$ cat src/rtl/eccreg_pkg.sv
package eccreg_pkg;

    localparam int WORD_W   = 32;
    localparam int NUM_REGS = 9;

    // word indices of the main window
    localparam int IDX_ENABLE = 0;
    localparam int IDX_DELAY  = 1;
    localparam int IDX_STATUS = 2;
    localparam int IDX_VIDEO  = 3;
    localparam int IDX_FADDRA = 4;
    localparam int IDX_FADDRB = 5;
    localparam int IDX_DIAG   = 6;
    localparam int IDX_EVCNTA = 7;
    localparam int IDX_EVCNTB = 8;

    // status bit positions
    localparam int ST_CE  = 0;
    localparam int ST_TMO = 2;
    localparam int ST_UE  = 3;
    localparam int ST_DW  = 4;
    localparam int ST_SYN = 8;
    localparam int ST_ME  = 16;

    localparam logic [WORD_W-1:0] DELAY_RST  = 32'h0000_0020;
    localparam logic [WORD_W-1:0] DELAY_MASK = 32'h7FFF_FFFF;
    localparam logic [WORD_W-1:0] FADDRA_RST = 32'h07C0_0000;

    typedef struct packed {
        logic        ce;
        logic        ue;
        logic        tmo;
        logic [3:0]  dword;
        logic [7:0]  synd;
        logic [WORD_W-1:0] addr_a;
        logic [WORD_W-1:0] addr_b;
    } fault_evt_t;

    function automatic logic [WORD_W-1:0] variant_ident(input int variant);
        return WORD_W'(variant) << 28;
    endfunction

    function automatic logic [WORD_W-1:0] enable_wmask(input int variant);
        return (variant == 0) ? 32'h0000_0103 : 32'h0000_0BFF;
    endfunction

    function automatic logic [WORD_W-1:0] enable_keep(input int variant);
        return (variant == 0) ? 32'h0000_0100 : 32'hFF00_0BFC;
    endfunction

    function automatic logic [WORD_W-1:0] status_word(input fault_evt_t e);
        logic [WORD_W-1:0] w;
        w = '0;
        w[ST_CE]            = e.ce;
        w[ST_TMO]           = e.tmo;
        w[ST_UE]            = e.ue;
        w[ST_DW +: 4]       = e.dword;
        w[ST_SYN +: 8]      = e.synd;
        return w;
    endfunction

endpackage

$ cat src/rtl/eccreg_fault.sv
module eccreg_fault
    import eccreg_pkg::*;
(
    input  logic              clk,
    input  logic              rst,
    input  logic              cold_rst,
    input  logic              st_wr,
    input  logic [WORD_W-1:0] st_wdata,
    input  logic              evt_valid,
    input  fault_evt_t        evt,
    input  logic              ce_irq_en,
    output logic [WORD_W-1:0] status_q,
    output logic [WORD_W-1:0] faddr_a_q,
    output logic [WORD_W-1:0] faddr_b_q,
    output logic              irq_q
);

    logic [WORD_W-1:0] base;
    logic [WORD_W-1:0] status_d;
    logic              pending;
    logic              raise;
    logic              load_addr;

    always_comb begin
        base      = st_wr ? st_wdata : status_q;
        pending   = base[ST_CE] | base[ST_UE];
        raise     = evt_valid && (evt.ue || (evt.ce && ce_irq_en));
        load_addr = evt_valid && !pending;
        status_d  = base;
        if (evt_valid) begin
            if (pending) status_d[ST_ME] = 1'b1;
            else         status_d = status_word(evt);
        end
    end

    always_ff @(posedge clk) begin
        if (cold_rst || rst) begin
            status_q  <= '0;
            faddr_a_q <= FADDRA_RST;
            faddr_b_q <= '0;
            irq_q     <= 1'b0;
        end else begin
            status_q <= status_d;
            if (load_addr) begin
                faddr_a_q <= evt.addr_a;
                faddr_b_q <= evt.addr_b;
            end
            if (raise)      irq_q <= 1'b1;
            else if (st_wr) irq_q <= 1'b0;
        end
    end

    // a status write without a capture leaves the interrupt low
    a_r6_write_clears_irq: assert property (@(posedge clk) disable iff (rst || cold_rst)
        (st_wr && !evt_valid) |=> !irq_q);

    // an uncorrectable capture always raises the interrupt
    a_r10_ue_raises: assert property (@(posedge clk) disable iff (rst || cold_rst)
        (evt_valid && evt.ue) |=> irq_q);

    // a capture on a pending error sets the multiple-error flag
    a_r9_multi_flag: assert property (@(posedge clk) disable iff (rst || cold_rst)
        (evt_valid && !st_wr && (status_q[ST_CE] || status_q[ST_UE])) |=> status_q[ST_ME]);

    // fault addresses move only on a capture
    a_r7_addr_stable: assert property (@(posedge clk) disable iff (rst || cold_rst)
        !evt_valid |=> ($stable(faddr_a_q) && $stable(faddr_b_q)));

endmodule

$ cat src/rtl/eccreg_diag.sv
module eccreg_diag #(
    parameter bit PRESENT = 1'b1,
    parameter int AW      = 4,
    parameter int NBYTES  = 4
) (
    input  logic          clk,
    input  logic          cold_rst,
    input  logic          wr_en,
    input  logic [AW-1:0] addr,
    input  logic [7:0]    wdata,
    output logic [7:0]    rdata
);

    localparam int SEL_W = $clog2(NBYTES);

    generate
        if (PRESENT) begin : g_win
            logic [7:0]       bytes_q [NBYTES];
            logic [SEL_W-1:0] sel;
            assign sel   = addr[SEL_W-1:0];
            assign rdata = bytes_q[sel];

            always_ff @(posedge clk) begin
                if (cold_rst) begin
                    for (int i = 0; i < NBYTES; i++) bytes_q[i] <= '0;
                end else if (wr_en) begin
                    bytes_q[sel] <= wdata;
                end
            end

            // a stored byte is visible on the next cycle at the same slot
            a_r12_byte_store: assert property (@(posedge clk) disable iff (cold_rst)
                wr_en |=> (bytes_q[$past(sel)] == $past(wdata)));
        end else begin : g_none
            logic unused_diag;
            assign unused_diag = ^{clk, cold_rst, wr_en, addr, wdata};
            assign rdata = '0;
        end
    endgenerate

endmodule

$ cat src/rtl/eccreg_bank.sv
module eccreg_bank
    import eccreg_pkg::*;
#(
    parameter int VARIANT = 0,
    parameter int AW      = 6,
    parameter int DIAG_AW = 4
) (
    input  logic              clk,
    input  logic              rst,
    input  logic              cold_rst,
    input  logic              bus_wr_en,
    input  logic [AW-1:0]     bus_addr,
    input  logic [31:0]       bus_wdata,
    output logic [31:0]       bus_rdata,
    input  logic              flt_valid,
    input  logic              flt_ce,
    input  logic              flt_ue,
    input  logic              flt_timeout,
    input  logic [3:0]        flt_dword,
    input  logic [7:0]        flt_syndrome,
    input  logic [31:0]       flt_addr_a,
    input  logic [31:0]       flt_addr_b,
    input  logic              diag_wr_en,
    input  logic [DIAG_AW-1:0] diag_addr,
    input  logic [7:0]        diag_wdata,
    output logic [7:0]        diag_rdata,
    output logic              irq
);

    localparam int IW = AW - 2;
    localparam logic [WORD_W-1:0] IDENT = variant_ident(VARIANT);
    localparam logic [WORD_W-1:0] WMASK = enable_wmask(VARIANT);
    localparam logic [WORD_W-1:0] KEEP  = enable_keep(VARIANT);

    logic [IW-1:0]     widx;
    logic              aligned;
    logic [NUM_REGS-1:0] wr_hit;

    logic [WORD_W-1:0] enable_q, delay_q, video_q, diagw_q, evcnt_a_q, evcnt_b_q;
    logic [WORD_W-1:0] status_q, faddr_a_q, faddr_b_q;
    fault_evt_t        evt;

    assign widx    = bus_addr[AW-1:2];
    assign aligned = (bus_addr[1:0] == 2'b00);

    generate
        for (genvar i = 0; i < NUM_REGS; i++) begin : g_hit
            assign wr_hit[i] = bus_wr_en && aligned && (widx == IW'(i));
        end
    endgenerate

    always_comb begin
        evt.ce     = flt_ce;
        evt.ue     = flt_ue;
        evt.tmo    = flt_timeout;
        evt.dword  = flt_dword;
        evt.synd   = flt_syndrome;
        evt.addr_a = flt_addr_a;
        evt.addr_b = flt_addr_b;
    end

    // enable register: power-up identity, warm-reset subset, masked write
    always_ff @(posedge clk) begin
        if (cold_rst)                enable_q <= IDENT;
        else if (rst)                enable_q <= enable_q & KEEP;
        else if (wr_hit[IDX_ENABLE]) enable_q <= IDENT | (bus_wdata & WMASK);
    end

    always_ff @(posedge clk) begin
        if (cold_rst || rst) begin
            delay_q   <= DELAY_RST;
            video_q   <= '0;
            diagw_q   <= '0;
            evcnt_a_q <= '0;
            evcnt_b_q <= '0;
        end else begin
            if (wr_hit[IDX_DELAY])  delay_q   <= bus_wdata & DELAY_MASK;
            if (wr_hit[IDX_VIDEO])  video_q   <= bus_wdata;
            if (wr_hit[IDX_DIAG])   diagw_q   <= bus_wdata;
            if (wr_hit[IDX_EVCNTA]) evcnt_a_q <= bus_wdata;
            if (wr_hit[IDX_EVCNTB]) evcnt_b_q <= bus_wdata;
        end
    end

    eccreg_fault u_fault (
        .clk       (clk),
        .rst       (rst),
        .cold_rst  (cold_rst),
        .st_wr     (wr_hit[IDX_STATUS]),
        .st_wdata  (bus_wdata),
        .evt_valid (flt_valid),
        .evt       (evt),
        .ce_irq_en (enable_q[0] & enable_q[1]),
        .status_q  (status_q),
        .faddr_a_q (faddr_a_q),
        .faddr_b_q (faddr_b_q),
        .irq_q     (irq)
    );

    eccreg_diag #(
        .PRESENT (VARIANT == 0),
        .AW      (DIAG_AW),
        .NBYTES  (4)
    ) u_diag (
        .clk      (clk),
        .cold_rst (cold_rst),
        .wr_en    (diag_wr_en),
        .addr     (diag_addr),
        .wdata    (diag_wdata),
        .rdata    (diag_rdata)
    );

    always_comb begin
        bus_rdata = '0;
        if (aligned) begin
            case (int'(widx))
                IDX_ENABLE: bus_rdata = enable_q;
                IDX_DELAY:  bus_rdata = delay_q;
                IDX_STATUS: bus_rdata = status_q;
                IDX_VIDEO:  bus_rdata = video_q;
                IDX_FADDRA: bus_rdata = faddr_a_q;
                IDX_FADDRB: bus_rdata = faddr_b_q;
                IDX_DIAG:   bus_rdata = diagw_q;
                IDX_EVCNTA: bus_rdata = evcnt_a_q;
                IDX_EVCNTB: bus_rdata = evcnt_b_q;
                default:    bus_rdata = '0;
            endcase
        end
    end

    // no enable bit outside identity and write mask is ever set
    a_r4_enable_bits: assert property (@(posedge clk) disable iff (cold_rst)
        (enable_q & ~(IDENT | WMASK)) == '0);

    // delay register never holds bit 31
    a_r5_delay_msb: assert property (@(posedge clk) disable iff (cold_rst)
        !delay_q[31]);

    // a write to event count B leaves event count A unchanged
    a_r13_evcnt_split: assert property (@(posedge clk) disable iff (rst || cold_rst)
        (wr_hit[IDX_EVCNTB] && !wr_hit[IDX_EVCNTA]) |=> $stable(evcnt_a_q));

endmodule

$ cat config.mk
export PLATFORM = sky130hd
export DESIGN_NAME = eccreg_bank
export DESIGN_NICKNAME = d
export VERILOG_FILES = /design/src/rtl/eccreg_pkg.sv /design/src/rtl/eccreg_fault.sv /design/src/rtl/eccreg_diag.sv /design/src/rtl/eccreg_bank.sv
export SDC_FILE = /design/constraint.sdc
export NUM_CORES = 1
export LEC_CHECK = 0
export BUFFER_PORTS_ARGS = -buffer_cell sky130_fd_sc_hd__buf_2
export CORE_ASPECT_RATIO = 0.5
export CORE_UTILIZATION = 25
export CTS_CLUSTER_DIAMETER = 100
export DETAILED_ROUTE_END_ITERATION = 10
export PLACE_DENSITY = 0.5
export SYNTH_ARGS = -nofsm -noshare
export SYNTH_HDL_FRONTEND = slang
export SYNTH_SLANG_ARGS = --single-unit
$ cat constraint.sdc
create_clock -name clk -period 2.3 [get_ports clk]
set_input_delay 0.46 -clock clk [delete_from_list [all_inputs] [get_ports clk]]
set_output_delay 0.46 -clock clk [all_outputs]
set_load 0.01 [all_outputs]
## Word-level counts from Yosys, hierarchy flattened

Memories as Yosys holds them, arrays and structs flattened.
Index checks and enable logic that the tools add are counted.

- Equal/unequal tests: 8
- Mux-type cells: 17
- Bitwise logic cells: 3
- Reduce and logical (&&, ||, !) cells: 21

Operators with widths:

| operator | count |
|---|---|
| one-hot mux 32 bit (9 select lines) | 1 |
| two-way mux 32 bit | 3 |
| == test 4 x 3 -> 1 bit (second input constant) | 4 |
| two-way mux 16 bit | 1 |
| two-way mux 15 bit | 1 |
| logical AND 1 bit | 11 |
| two-way mux 1 bit | 9 |
| == test 4 x 2 -> 1 bit (second input constant) | 2 |
| two-way mux 8 bit | 1 |
| OR reduction 8 bit | 1 |
| == test 4 x 1 -> 1 bit (second input constant) | 1 |
| == test 4 bit (second input constant) | 1 |
| logical NOT 4 bit | 1 |
| nonzero test 2 bit | 2 |
| logical NOT 2 bit | 1 |
| logical OR 1 bit | 2 |
| two-way mux 2 bit | 1 |
| AND reduction 2 bit | 1 |
| OR reduction 2 bit | 1 |
| bitwise AND 1 bit | 1 |
| logical NOT 1 bit | 1 |
| NOT 1 bit | 1 |
| bitwise OR 1 bit | 1 |

- Bits in registers: 259
- RAM bits: 32
- Input port bits: 135
- Output and inout bits: 41
- Logic and storage cells: 62
- Memories kept: 1

Memories:

| name | words | width | rd ports | clocked after memory_dff | write ports | RTL line | text |
|---|---|---|---|---|---|---|---|
| u_diag.g_win.bytes_q | 4 | 8 | 1 | 0 | 4 | eccreg_diag.sv:18 | `logic [7:0] bytes_q [NBYTES];` |

## Depth between registers and ports, before layout

Gate-level depths: netlist of run 1.

- Word-level depth: 7
- Mapped depth: 8
- Mapped depth without buffers: 4

## Hierarchy

From an unflattened synthesis of run 1, not the netlist that was laid out.

- Cells, all modules: 1539
- Area total of the unflattened synthesis: 13223.9 um^2

By module, submodules not included:

| module | times used | cells an instance | area each (um^2) | sequential area each (um^2) |
|---|---|---|---|---|
| eccreg_bank | 1 | 1016 | 8007.7 | 3243.1 |
| eccreg_fault | 1 | 428 | 3802.4 | 1941.9 |
| eccreg_diag | 1 | 95 | 1413.9 | 960.9 |

## Least setup slack after synthesis of run 1

No wires, ideal clock.

- Path kind: input to output
- From: input port bus_addr[2]
- To: output port bus_rdata[10]
- Data arrival time: 1.810 ns
- Data required time: 1.840 ns
- Setup slack: 0.030 ns
- Cell stages on the path: 6
- Buffers on the path: 2
- Cell sequence: buf_2 -> nor4b_4 -> clkbuf_1 -> a22o_1 -> a221oi_1 -> a31oi_1

- Cells in the longest elaborated chain, start to end: 3
- Elaborated cells between the ends (all ways): 11
- Classes of those cells: eq/ne (8); mux (2); reduce/logical (1)

Ends and longest elaborated chain:

| item | RTL line | text |
|---|---|---|
| start: declaration | eccreg_bank.sv:12 | `input logic [AW-1:0] bus_addr,` |
| == test 4 bit, or another cell as far along | eccreg_bank.sv:116 | `case (int'(widx))` |
| one-hot mux 32 bit (9 select lines) * | eccreg_bank.sv:116 |  |
| two-way mux 32 bit * | eccreg_bank.sv:115 | `if (aligned) begin` |
| end: declaration | eccreg_bank.sv:14 | `output logic [31:0] bus_rdata,` |

Every way passes the cells marked *; elsewhere a longest branch is shown, timed or not.

## Worst setup path after layout of run 1

- From: input port bus_addr[3]
- To: output port bus_rdata[14]

Same word-level chain as after synthesis.

==> key figures, run 1 <==
Outcome
  • Status: finished with violations
  • Failing checks: negative setup slack

Critical path
  • CP Class: in2out
  • Setup crit end kind: output port
  • Worst EP required: around 1.8 ns
  • Max Fanout on Critical Path: 10
  • FF-to-FF End: u_fault.faddr_a_q[17]
  • CP Launch Type: primary input
  • Reg2reg start: u_fault.status_q[3]
  • Register-to-Register Path Depth: 5
  • Worst reg2reg setup slack: about 0.71 ns
  • Arrival time of the worst setup path: 1.88 ns

STA
  • RSZ-0062 raised after global routing: true
  • Hold Vio Cnt, Final: 0
  • Clk_skew: around 0.04 ns
  • Fin Hold WS: 0.1038 ns
  • Period utilisation layout: 101.7%
  • Fin. max-slew vios: 0
  • Setup slack after layout: -0.03939 ns
  • Setup-failing EPs final: 16
  • Slew at the pin with the worst max-slew slack: around 0.55 ns
  • Final min period: 2.339 ns
  • Fmax: ~430 MHz
  • Relative slew margins: 63.49%

Finish
  • Post-route cell area: ~17000 um2
  • Fillers: ~5000
  • Nets: roughly 1800
  • Layout area overhead: 35.98%
  • Finished Layout Cells: about 2400
  • # diodes: 0
  • Final core utilization: 34.84%
  • Layout cells sized above 1: between 20% and 30%

Clock network
  • CTS H-tree depth: 1
  • Clock slew at reported path FFs: about 0.06 ns
  • TritonCTS clock tree: yes
  • Worst-case clock buffer depth: 3
  • Hold-fix buffers at CTS: 0
  • Skew-Pair Late Insertion Delay: about 0.60 ns
  • Clk sinks: slightly below 300
  • Num CTS Buffers: 30
  • Clock root cell: clkbuf_16

Synthesis
  • Yosys reg bits: between 200 and 300
  • Synth Flop Type: dfxtp_1
  • Yosys top cell by area: dfxtp_1
  • Mapped Cells: 1466
  • Syn_area_per_cell: roughly 8.6 um2
  • Yosys Warn Count: 0
  • Synth top area cells: dfxtp_1, nand2_1, edfxtp_1, a21oi_1, mux2i_1
  • Sequential share of the synthesized area: about half
  • Yosys cell types: 46
  • Commonest cells post-synth: nand2_1, dfxtp_1, a21oi_1
  • Ys async rst share: 0%
  • Synth top area share: slightly above 40%
  • Mapped Area: between 10000 and 15000 um2
  • Post-synth EDFFs: 32
  • Synthesized Nets: ~1600
  • Most numerous cell in the Yosys netlist: nand2_1

Hold path
  • Hold path start: flt_addr_a[3]
  • Hold Path End: u_fault.faddr_a_q[3]
  • Hold WC Path Type: in2reg
  • Hold depth: 3

Global routing
  • Vias in the first global route: roughly 11000
  • Total GRT Usage: between 10% and 20%
  • Largest net degree at the start of global routing: 54
  • First-pass GRT wire length: 67880 um
  • Grt peak-use layer: met2
  • Grt met1 use: a little under a quarter
  • Gr ovfl total: 0
  • Met3 Track Usage GR: 2.371%
  • Met2 Resource Use GR: approximately 30%
  • Antenna violations before repair: 0

Routing
  • WL final: about 46000 um
  • 1st-pass router iterations: 5
  • Iteration-0 DRC Markers: about 880
  • Remaining routing DRC violations: 0
  • Drt via density: about 4.8
  • Antenna-violating nets left: 0
  • DR vias: ~11000
  • Wirelength per Cell: between 15 and 20 um

Floorplanning
  • Placeable Area: 49140 um2
  • DIE WIDTH: roughly 320 um
  • Initial core utilization: roughly a quarter
  • Chip height: 160.7 um
  • I/O Pins: 176
  • Die ar.: between 50000 and 60000 um2
  • Row cnt: 57

Placement
  • Placed insts: approximately 2300
  • Placed wire-length estimate: between 20000 and 30000 um
  • I/O Buffers: roughly 170
  • DP Area: 14980 um2
  • GP Congestion: ~0.77

Power
  • Worst vdd ir: between 500 and 600 uV
  • Power Density: roughly 680 nW/um2
  • Leak: ~0.006 uW

Run
  • Max Cap Viol: 0
-- cell usage in the layout (no fill, tap or decap), types with 22 or more instances in the layout --
| cell | instances |
|---|---|
| mux2i_1 | 92 |
| a21oi_1 | 178 |
| a31oi_1 | 22 |
| nand2_1 | 477 |
| dfxtp_1 | 258 |
| buf_4 | 70 |
| a211oi_1 | 26 |
| buf_12 | 37 |
| a22oi_1 | 28 |
| edfxtp_1 | 32 |
| a221oi_2 | 23 |
| and2_1 | 38 |
| clkbuf_16 | 34 |
| buf_2 | 166 |
| buf_6 | 24 |
-- cell type report --
| class | count | area [um2] | share of cell area [%] |
|---|---|---|---|
| Clock inverter | 13 | 193.9 | 1.133 |
| Multi-Input combinational cell | 1047 | 6444 | 37.64 |
| Sequential cell | 291 | 6147 | 35.91 |
| Inverter | 3 | 11.26 | 0.06578 |
| Tap cell | 649 | 812.0 | 4.743 |
| Clock buffer | 42 | 878.3 | 5.131 |
| Timing Repair Buffer | 310 | 2633 | 15.38 |
-- power breakdown --
part,internal [uW],total (uW),switching (uW)
logic,430,997,567
registers,5230,5280,50.7
clock network,3130,5310,2180
total,8780,11600,2800
-- worst max-delay path by stage --
stage,cells after the start,end,slack [ns],start
2_1_floorplan,6,bus_rdata[10],0.03,bus_addr[2]
4_1_cts,8,bus_rdata[23],-0.03,bus_addr[5]
3_3_place_gp,7,bus_rdata[11],-0.23,bus_addr[5]
3_5_place_dp,8,bus_rdata[15],-0.22,bus_addr[2]
6_report,9,bus_rdata[14],-0.04,bus_addr[3]
5_1_grt,9,bus_rdata[20],-0.09,bus_addr[5]
-- per-stage QoR --
step                      setup TNS, ns  worst slack, ns  total power, uW
after floorplan                       0          0.02999             5795
after global placement           -5.270          -0.2316             6287
after detailed placement         -4.835          -0.2232             6291
after CTS                       -0.1287         -0.03402            11670
after global routing             -1.519         -0.09419            11990
final                           -0.2596         -0.03939            11580
-- state kept, by name, summed over array words and instances (netlist names) --
| name | cells |
|---|---|
| delay_q | 31 |
| diagw_q | 32 |
| enable_q | 3 |
| evcnt_a_q | 32 |
| evcnt_b_q | 32 |
| u_diag.g_win.bytes_q | 32 |
| u_fault.faddr_a_q | 32 |
| u_fault.faddr_b_q | 32 |
| u_fault.irq_q | 1 |
| u_fault.status_q | 32 |
| video_q | 32 |
-- repair_timing --
action / in CTS / in global routing
pin swaps: 39 / 33
resized for setup: 99 / 47
cloned: 8 / 2
buffers inserted: 17 / 8
endpoints found under the setup margin: 32 / 32
endpoints found under the hold margin: 0 / 0
-- per-layer routing --
metal	vias up	share of wire, %	routed length, um
met5	-	0	0
met4	0	2.1	975
met3	53	4.4	1991
met2	247	49	22200
met1	5491	45	20580
li1	5546	-	-
-- cell families (layout without fill, tap and decap cells) --
| kind of cell | Yosys count | count (layout) | synth area share (%) |
|---|---|---|---|
| multiplexers | 101 | 101 | 8.925 |
| flip-flops | 291 | 291 | 48.82 |
| buffers and inverters | 128 | 368 | 4.323 |
| AO/OA/AOI/OAI | 360 | 360 | 18.25 |
| AND/OR/NAND/NOR | 586 | 586 | 19.69 |
-- critical path: stages --
cell	delay [ns]
buf_12	0.13
nor4b_4	0.31
buf_4	0.17
buf_8	0.13
buf_6	0.11
a22o_1	0.17
a221oi_4	0.04
a31oi_1	0.19
buf_2	0.16
Note: power is estimated with default switching activity, not from simulation.
==> run 2: changes to the inputs <==
--- a/config.mk
+++ b/config.mk
@@ -14,3 +14,4 @@
 export SYNTH_ARGS = -nofsm -noshare
 export SYNTH_HDL_FRONTEND = slang
 export SYNTH_SLANG_ARGS = --single-unit
+export TNS_END_PERCENT = 30
==> run 2 against run 1 <==
  * The flow still finishes with violations (negative setup slack)
  * Maximum frequency shrank 0.24%
  * Setup slack lost 0.0056 ns
  * Routed wire length shrank 0.19%
  * Sequential share of layout area grew 0.29 points
  * Final cell count shrank 0.13%
  * Register-to-register slack is essentially flat
  * Largest power group unchanged
==> key figures, run 2 (same netlist as run 1, synthesis figures left out) <==
Power
  • Leak: 0.006084 uW (was 0.006118 uW)
  • Power Density: 680.8 nW/um2 (was 676.6 nW/um2)
  • Worst vdd ir: 565.0 uV (was 572.5 uV)

Critical path
  • CP Class: in2out (unchanged)
  • Max Fanout on Critical Path: 8 (was 10)
  • Top delay family on crit path: buffers and inverters (unchanged)
  • Worst path cell trace: buf_12 -> buf_12 -> nor4bb_4 -> buf_6 -> buf_12 -> buf_6 -> a22oi_1 -> a31oi_1 -> buf_2 (was buf_12 -> nor4b_4 -> buf_4 -> buf_8 -> buf_6 -> a22o_1 -> a221oi_4 -> a31oi_1 -> buf_2)
  • Crit path buf inv count: 6 (was 5)
  • Worst EP required: 1.84 ns (about the same)
  • Setup crit end kind: output port (unchanged)
  • CP max-delay cell: nor4bb_4 (was nor4b_4)
  • Arrival time of the worst setup path: 1.89 ns (was 1.88 ns)
  • CP max stage delay: 0.31 ns (about the same)
  • Most Frequent Cell on Critical Path: buf_12
  • CP Launch Type: primary input (unchanged)

STA
  • Fin. max-slew vios: 0 (unchanged)
  • Hold Vio Cnt, Final: 0 (unchanged)
  • Period utilisation layout: 102.0% (was 101.7%)
  • Fin Hold WS: 0.1066 ns (was 0.1038 ns)
  • Setup-failing EPs final: 19 (was 16)
  • Relative slew margins: 63.60% (was 63.49%)
  • Slew at the pin with the worst max-slew slack: 0.5448 ns (was 0.5465 ns)
  • RSZ-0062 raised after global routing: true (unchanged)
  • Fmax: 426.4 MHz (was 427.5 MHz)
  • Clk_skew: 0.03491 ns (was 0.03903 ns)
  • Final min period: 2.345 ns (was 2.339 ns)
  • Setup TNS: -0.4154 ns (was -0.2596 ns)
  • Setup slack after layout: -0.04501 ns (was -0.03939 ns)

Floorplanning
  • Die ar.: 51310 um2 (unchanged)
  • DIE WIDTH: 319.4 um (unchanged)
  • Initial core utilization: 25.62% (unchanged)
  • Chip height: 160.7 um (unchanged)
  • Row cnt: 57 (unchanged)
  • I/O Pins: 176 (unchanged)
  • Placeable Area: 49140 um2 (unchanged)

Placement
  • Placed insts: 2268 (unchanged)
  • GP Congestion: 0.7667 (unchanged)
  • Placed wire-length estimate: 28910 um (unchanged)
  • Place WS: -0.2232 ns (unchanged)
  • I/O Buffers: 173 (unchanged)

Global routing
  • Total GRT Usage: 17.20% (about the same)
  • Largest net degree at the start of global routing: 54 (unchanged)
  • First-pass GRT wire length: 67900 um (was 67880 um)
  • Vias in the first global route: 10812 (was 10803)
  • Gr ovfl total: 0 (unchanged)
  • Antenna violations before repair: 0 (unchanged)

Finish
  • Nets: 1815 (was 1818)
  • Finished Layout Cells: 2352 (was 2355)
  • Commonest cells after routing, fill and taps aside: nand2_1, dfxtp_1, a21oi_1 (unchanged)
  • Layout area overhead: 34.93% (was 35.98%)
  • # diodes: 0 (unchanged)
  • Layout cells sized above 1: 25.84% (was 26.61%)
  • Commonest non-fill, non-tap cell in the layout: nand2_1 (unchanged)

Outcome
  • Status: finished with violations (unchanged)
  • Failing checks: negative setup slack (unchanged)

Clock network
  • Num CTS Buffers: 30 (unchanged)
  • Hold-fix buffers at CTS: 0 (unchanged)
  • Clk sinks: 291 (unchanged)
  • Skew-Pair Late Insertion Delay: 0.59 ns (was 0.60 ns)
  • Clock slew at reported path FFs: 0.06 ns (about the same)
  • CTS H-tree depth: 1 (unchanged)
  • TritonCTS clock tree: yes (unchanged)
  • Clock root cell: clkbuf_16 (unchanged)
  • Worst-case clock buffer depth: 3 (unchanged)

Routing
  • 1st-pass router iterations: 6 (was 5)
  • Wirelength per Cell: 19.41 um (was 19.43 um)
  • WL final: 45660 um (was 45750 um)
  • Antenna-violating nets left: 0 (unchanged)
  • Drt via density: 4.835 (was 4.814)
  • DR vias: 11373 (was 11337)
  • Remaining routing DRC violations: 0 (unchanged)
  • Iteration-0 DRC Markers: 861 (was 877)

Run
  • Max Cap Viol: 0 (unchanged)

Hold path
  • Hold WC Path Type: in2reg (unchanged)
[run 2: repair_timing]
action / 4_1_cts / 5_1_grt
setup buffers: 15 / 4
pin swaps: 38 / 24
endpoints found under the setup margin: 32 / 32
cloned: 8 / 3
resized for setup: 88 / 29
[run 2: area by class of cell]
class	instances	area (um2)
Inverter	3	11.26
Tap cell	649	812.0
Fill cell	5000	32150
Clock buffer	42	878.3
Multi-Input combinational cell	1047	6342
Timing Repair Buffer	307	2600
Sequential cell	291	6150
Clock inverter	13	193.9
[run 2: metrics by stage]
stage / cell area (um2) / power (uW) / utilization (%)
after floorplan: 12590 / 5795 / -
after global placement: 14980 / 6287 / 30.48
after detailed placement: 14980 / 6291 / 30.48
after CTS: 16740 / 11670 / 34.06
after global routing: 16990 / 11980 / 34.57
final: 16990 / 11570 / 34.57
[run 2: metal layers]
| metal | up-vias | share of wire, % | GRT usage, % |
|---|---|---|---|
| met5 | - | 0 | 0 |
| met4 | 0 | 2.4 | 3.912 |
| met3 | 61 | 4.3 | 2.308 |
| met2 | 253 | 48 | 29.54 |
| met1 | 5518 | 45 | 22.92 |
| li1 | 5541 | - | - |
[run 2: worst paths after layout]
path	start	end	slack [ns]	cells after the start
hold / removal	flt_addr_a[18]	u_fault.faddr_a_q[18]	0.11	3
setup reg to reg	u_fault.status_q[3]	u_fault.faddr_a_q[17]	0.70	5
setup / recovery	bus_addr[5]	bus_rdata[22]	-0.05	9
hold reg to reg	u_fault.irq_q	u_fault.irq_q	0.45	2
[run 2: worst reg2reg max path: stages, from the launching register on]
cell and delay [ns]:
dfxtp_1 0.45, nand2b_1 0.20, nor2_2 0.09, a21boi_4 0.20
buf_12 0.30, mux2i_1 0.27
[run 2: power by group]
part / internal (uW) / switching [uW] / leakage (uW)
clock network: 3130 / 2170 / 0.000530
registers: 5230 / 48.6 / 0.00240
logic: 429 / 564 / 0.00315
==> run 3: changes to the inputs <==
--- a/config.mk
+++ b/config.mk
@@ -7,6 +7,7 @@
 export LEC_CHECK = 0
 export BUFFER_PORTS_ARGS = -buffer_cell sky130_fd_sc_hd__buf_2
 export CORE_ASPECT_RATIO = 0.5
+export CORE_MARGIN = 2
 export CORE_UTILIZATION = 25
 export CTS_CLUSTER_DIAMETER = 100
 export DETAILED_ROUTE_END_ITERATION = 10
==> run 3 against run 2 <==
  * Largest power group is now registers
  * Final cell count decreased by 0.26%
  * Worst hold slack got worse by 0.020 ns
  * Die area increased by 1.9%
  * Clock power decreased by 10%
  * The flow still finishes with violations (negative setup slack)
  * Critical endpoint is now bus_rdata[2]
==> key figures, run 3 (same netlist as run 1, synthesis figures left out) <==
Routing
  • 1st-pass router iterations: 5 (was 6)
  • Drt via density: 4.796 (was 4.835)
  • Iteration-0 DRC Markers: 960 (was 861)
  • Remaining routing DRC violations: 0 (unchanged)
  • WL final: 44660 um (was 45660 um)
  • Wirelength per Cell: 19.03 um (was 19.41 um)
  • DR vias: 11252 (was 11373)
  • Antenna-violating nets left: 0 (unchanged)

Outcome
  • Failing checks: negative setup slack (unchanged)
  • Status: finished with violations (unchanged)

Power
  • Power Density: 667.9 nW/um2 (was 680.8 nW/um2)
  • Clock power frac: 43.3% (was 45.8%)
  • Worst vdd ir: 624.4 uV (was 565.0 uV)
  • Switch share: 24.85% (was 24.09%)
  • Total power draw: 10990 uW (was 11570 uW)
  • Sw Pwr: 2730 uW (was 2786 uW)
  • Leak: 0.005868 uW (was 0.006084 uW)
  • Sequential share of power: 48.0% (was 45.6%)
  • Combinational group share of total power: 8.7% (was 8.6%)
  • Int Pwr: 8257 uW (was 8780 uW)

Critical path
  • Arrival time of the worst setup path: 1.89 ns (about the same)
  • Worst path cell trace: buf_12 -> nor4b_4 -> buf_6 -> buf_12 -> buf_4 -> a222oi_1 -> a21oi_1 -> buf_2 (was buf_12 -> buf_12 -> nor4bb_4 -> buf_6 -> buf_12 -> buf_6 -> a22oi_1 -> a31oi_1 -> buf_2)
  • Most Frequent Cell on Critical Path: buf_12 (unchanged)
  • Max Fanout on Critical Path: 11 (was 8)
  • Setup crit end kind: output port (unchanged)
  • Levels on crit path: 8 (was 9)
  • Top delay family on crit path: buffers and inverters (unchanged)
  • Worst reg2reg setup slack: 0.57 ns (was 0.70 ns)
  • Worst EP required: 1.84 ns (about the same)
  • Register-to-Register Path Depth: 5 (unchanged)
  • CP max-delay cell: a222oi_1 (was nor4bb_4)
  • Reg2reg start: u_fault.status_q[3] (unchanged)
  • CP Launch Type: primary input (unchanged)
  • Crit path buf inv count: 5 (was 6)
  • CP Class: in2out (unchanged)
  • CP max stage delay: 0.40 ns (was 0.31 ns)
  • FF-to-FF End: u_fault.faddr_a_q[11] (was u_fault.faddr_a_q[17])

Global routing
  • First-pass GRT wire length: 66360 um (was 67900 um)
  • Total GRT Usage: 16.48% (was 17.20%)
  • Antenna violations before repair: 4 (was 0)
  • Met3 Track Usage GR: 2.164% (was 2.308%)
  • Largest net degree at the start of global routing: 82 (was 54)
  • Grt met1 use: 21.65% (was 22.92%)
  • Met2 Resource Use GR: 28.65% (was 29.54%)
  • Grt peak-use layer: met2 (unchanged)
  • Gr ovfl total: 0 (unchanged)
  • Vias in the first global route: 10803 (was 10812)

STA
  • RSZ-0062 raised after global routing: true (unchanged)
  • Slew at the pin with the worst max-slew slack: 0.9635 ns (was 0.5448 ns)
  • Setup slack after layout: -0.04557 ns (was -0.04501 ns)
  • Fin. max-slew vios: 0 (unchanged)
  • Period utilisation layout: 102.0% (about the same)
  • Clk_skew: 0.05177 ns (was 0.03491 ns)
  • Fin Hold WS: 0.08693 ns (was 0.1066 ns)
  • Relative slew margins: 35.27% (was 63.60%)
  • Setup-failing EPs final: 13 (was 19)
  • Hold Vio Cnt, Final: 0 (unchanged)
  • Fmax: 426.3 MHz (was 426.4 MHz)
  • Final min period: 2.346 ns (was 2.345 ns)

Clock network
  • Hold-fix buffers at CTS: 0 (unchanged)
  • Clk sinks: 291 (unchanged)
  • Worst-case clock buffer depth: 3 (unchanged)
  • TritonCTS clock tree: yes (unchanged)
  • Num CTS Buffers: 30 (unchanged)
  • Clock slew at reported path FFs: 0.06 ns (about the same)
  • Clock root cell: clkbuf_16 (unchanged)
  • Skew-Pair Late Insertion Delay: 0.61 ns (was 0.59 ns)
  • CTS H-tree depth: 1 (unchanged)

Floorplanning
  • I/O Pins: 176 (unchanged)
  • Initial core utilization: 25.18% (was 25.62%)
  • Placeable Area: 50000 um2 (was 49140 um2)
  • Die ar.: 52280 um2 (was 51310 um2)
  • DIE WIDTH: 321.4 um (was 319.4 um)
  • Chip height: 162.7 um (was 160.7 um)
  • Row cnt: 58 (was 57)

Placement
  • GP Congestion: 0.7928 (was 0.7667)
  • Placed wire-length estimate: 28710 um (was 28910 um)
  • I/O Buffers: 173 (unchanged)
  • DP Area: 14980 um2 (about the same)

Finish
  • Commonest cells after routing, fill and taps aside: nand2_1, dfxtp_1, a21oi_1 (unchanged)
  • Nets: 1797 (was 1815)
  • Layout area overhead: 30.67% (was 34.93%)
  • Layout cells sized above 1: 22.86% (was 25.84%)
  • Post-route cell area: 16450 um2 (was 16990 um2)
  • Final core utilization: 32.90% (was 34.57%)
  • Commonest non-fill, non-tap cell in the layout: nand2_1 (unchanged)

Hold path
  • Hold Path End: u_fault.faddr_b_q[22] (was u_fault.faddr_a_q[18])
  • Hold depth: 3 (unchanged)
  • Hold WC Path Type: in2reg (unchanged)
  • Hold path start: flt_addr_b[22] (was flt_addr_a[18])

Run
  • Max Cap Viol: 0 (unchanged)
[run 3: cell type report]
cell class | instances | area, um2
diodes | 2 | 5.005
flip-flops and latches | 291 | 6147
well taps | 660 | 825.8
clock buffers | 43 | 829.5
inverters | 3 | 11.26
fillers | 5199 | 33550
clock inverters | 11 | 107.6
multi-input cells | 1047 | 6168
repair buffers | 289 | 2356
[run 3: worst max-delay path by stage]
stage,start,end,slack [ns]
floorplan,bus_addr[2],bus_rdata[10],0.03
global placement,bus_addr[4],bus_rdata[14],-0.22
detailed placement,bus_addr[4],bus_rdata[14],-0.20
CTS,bus_addr[4],bus_rdata[24],-0.05
global route,bus_addr[2],bus_rdata[23],-0.11
finish,bus_addr[5],bus_rdata[2],-0.05
[run 3: power by group through the flow]
stage | Clock [uW] | Combinational [uW] | Sequential [uW]
3_3_place_gp | 0 | 896 | 5390
3_5_place_dp | 0 | 901 | 5390
2_1_floorplan | 0 | 430 | 5370
5_1_grt | 5050 | 1030 | 5280
6_report | 4760 | 955 | 5280
4_1_cts | 4850 | 934 | 5270
[run 3: timing repair]
| item | in CTS | in global routing |
|---|---|---|
| pin swaps | 15 | 20 |
| gates cloned | 2 | 5 |
| gates resized for setup | 28 | 33 |
| buffers inserted | 8 | 4 |
| setup endpoints to repair | 32 | 31 |
[run 3: worst min-delay path, stage by stage]
cell	delay [ns]
buf_2	0.09
nand2_1	0.04
mux2i_1	0.05
[run 3: per-stage QoR]
step	TNS (ns)	std cells	setup slack, ns
after floorplan	0	1466	0.02999
after global placement	-13.56	2272	-0.2236
after detailed placement	-15.09	2272	-0.2043
after CTS	-0.4633	2336	-0.04651
after global routing	-1.602	2346	-0.1075
final	-0.3282	2346	-0.04557
[run 3: layer usage]
metal | part of all wire (%) | wire length [um]
met5 | 0.058 | 26
met3 | 4.5 | 2026
met2 | 49 | 21860
met4 | 1.8 | 785
met1 | 45 | 19960
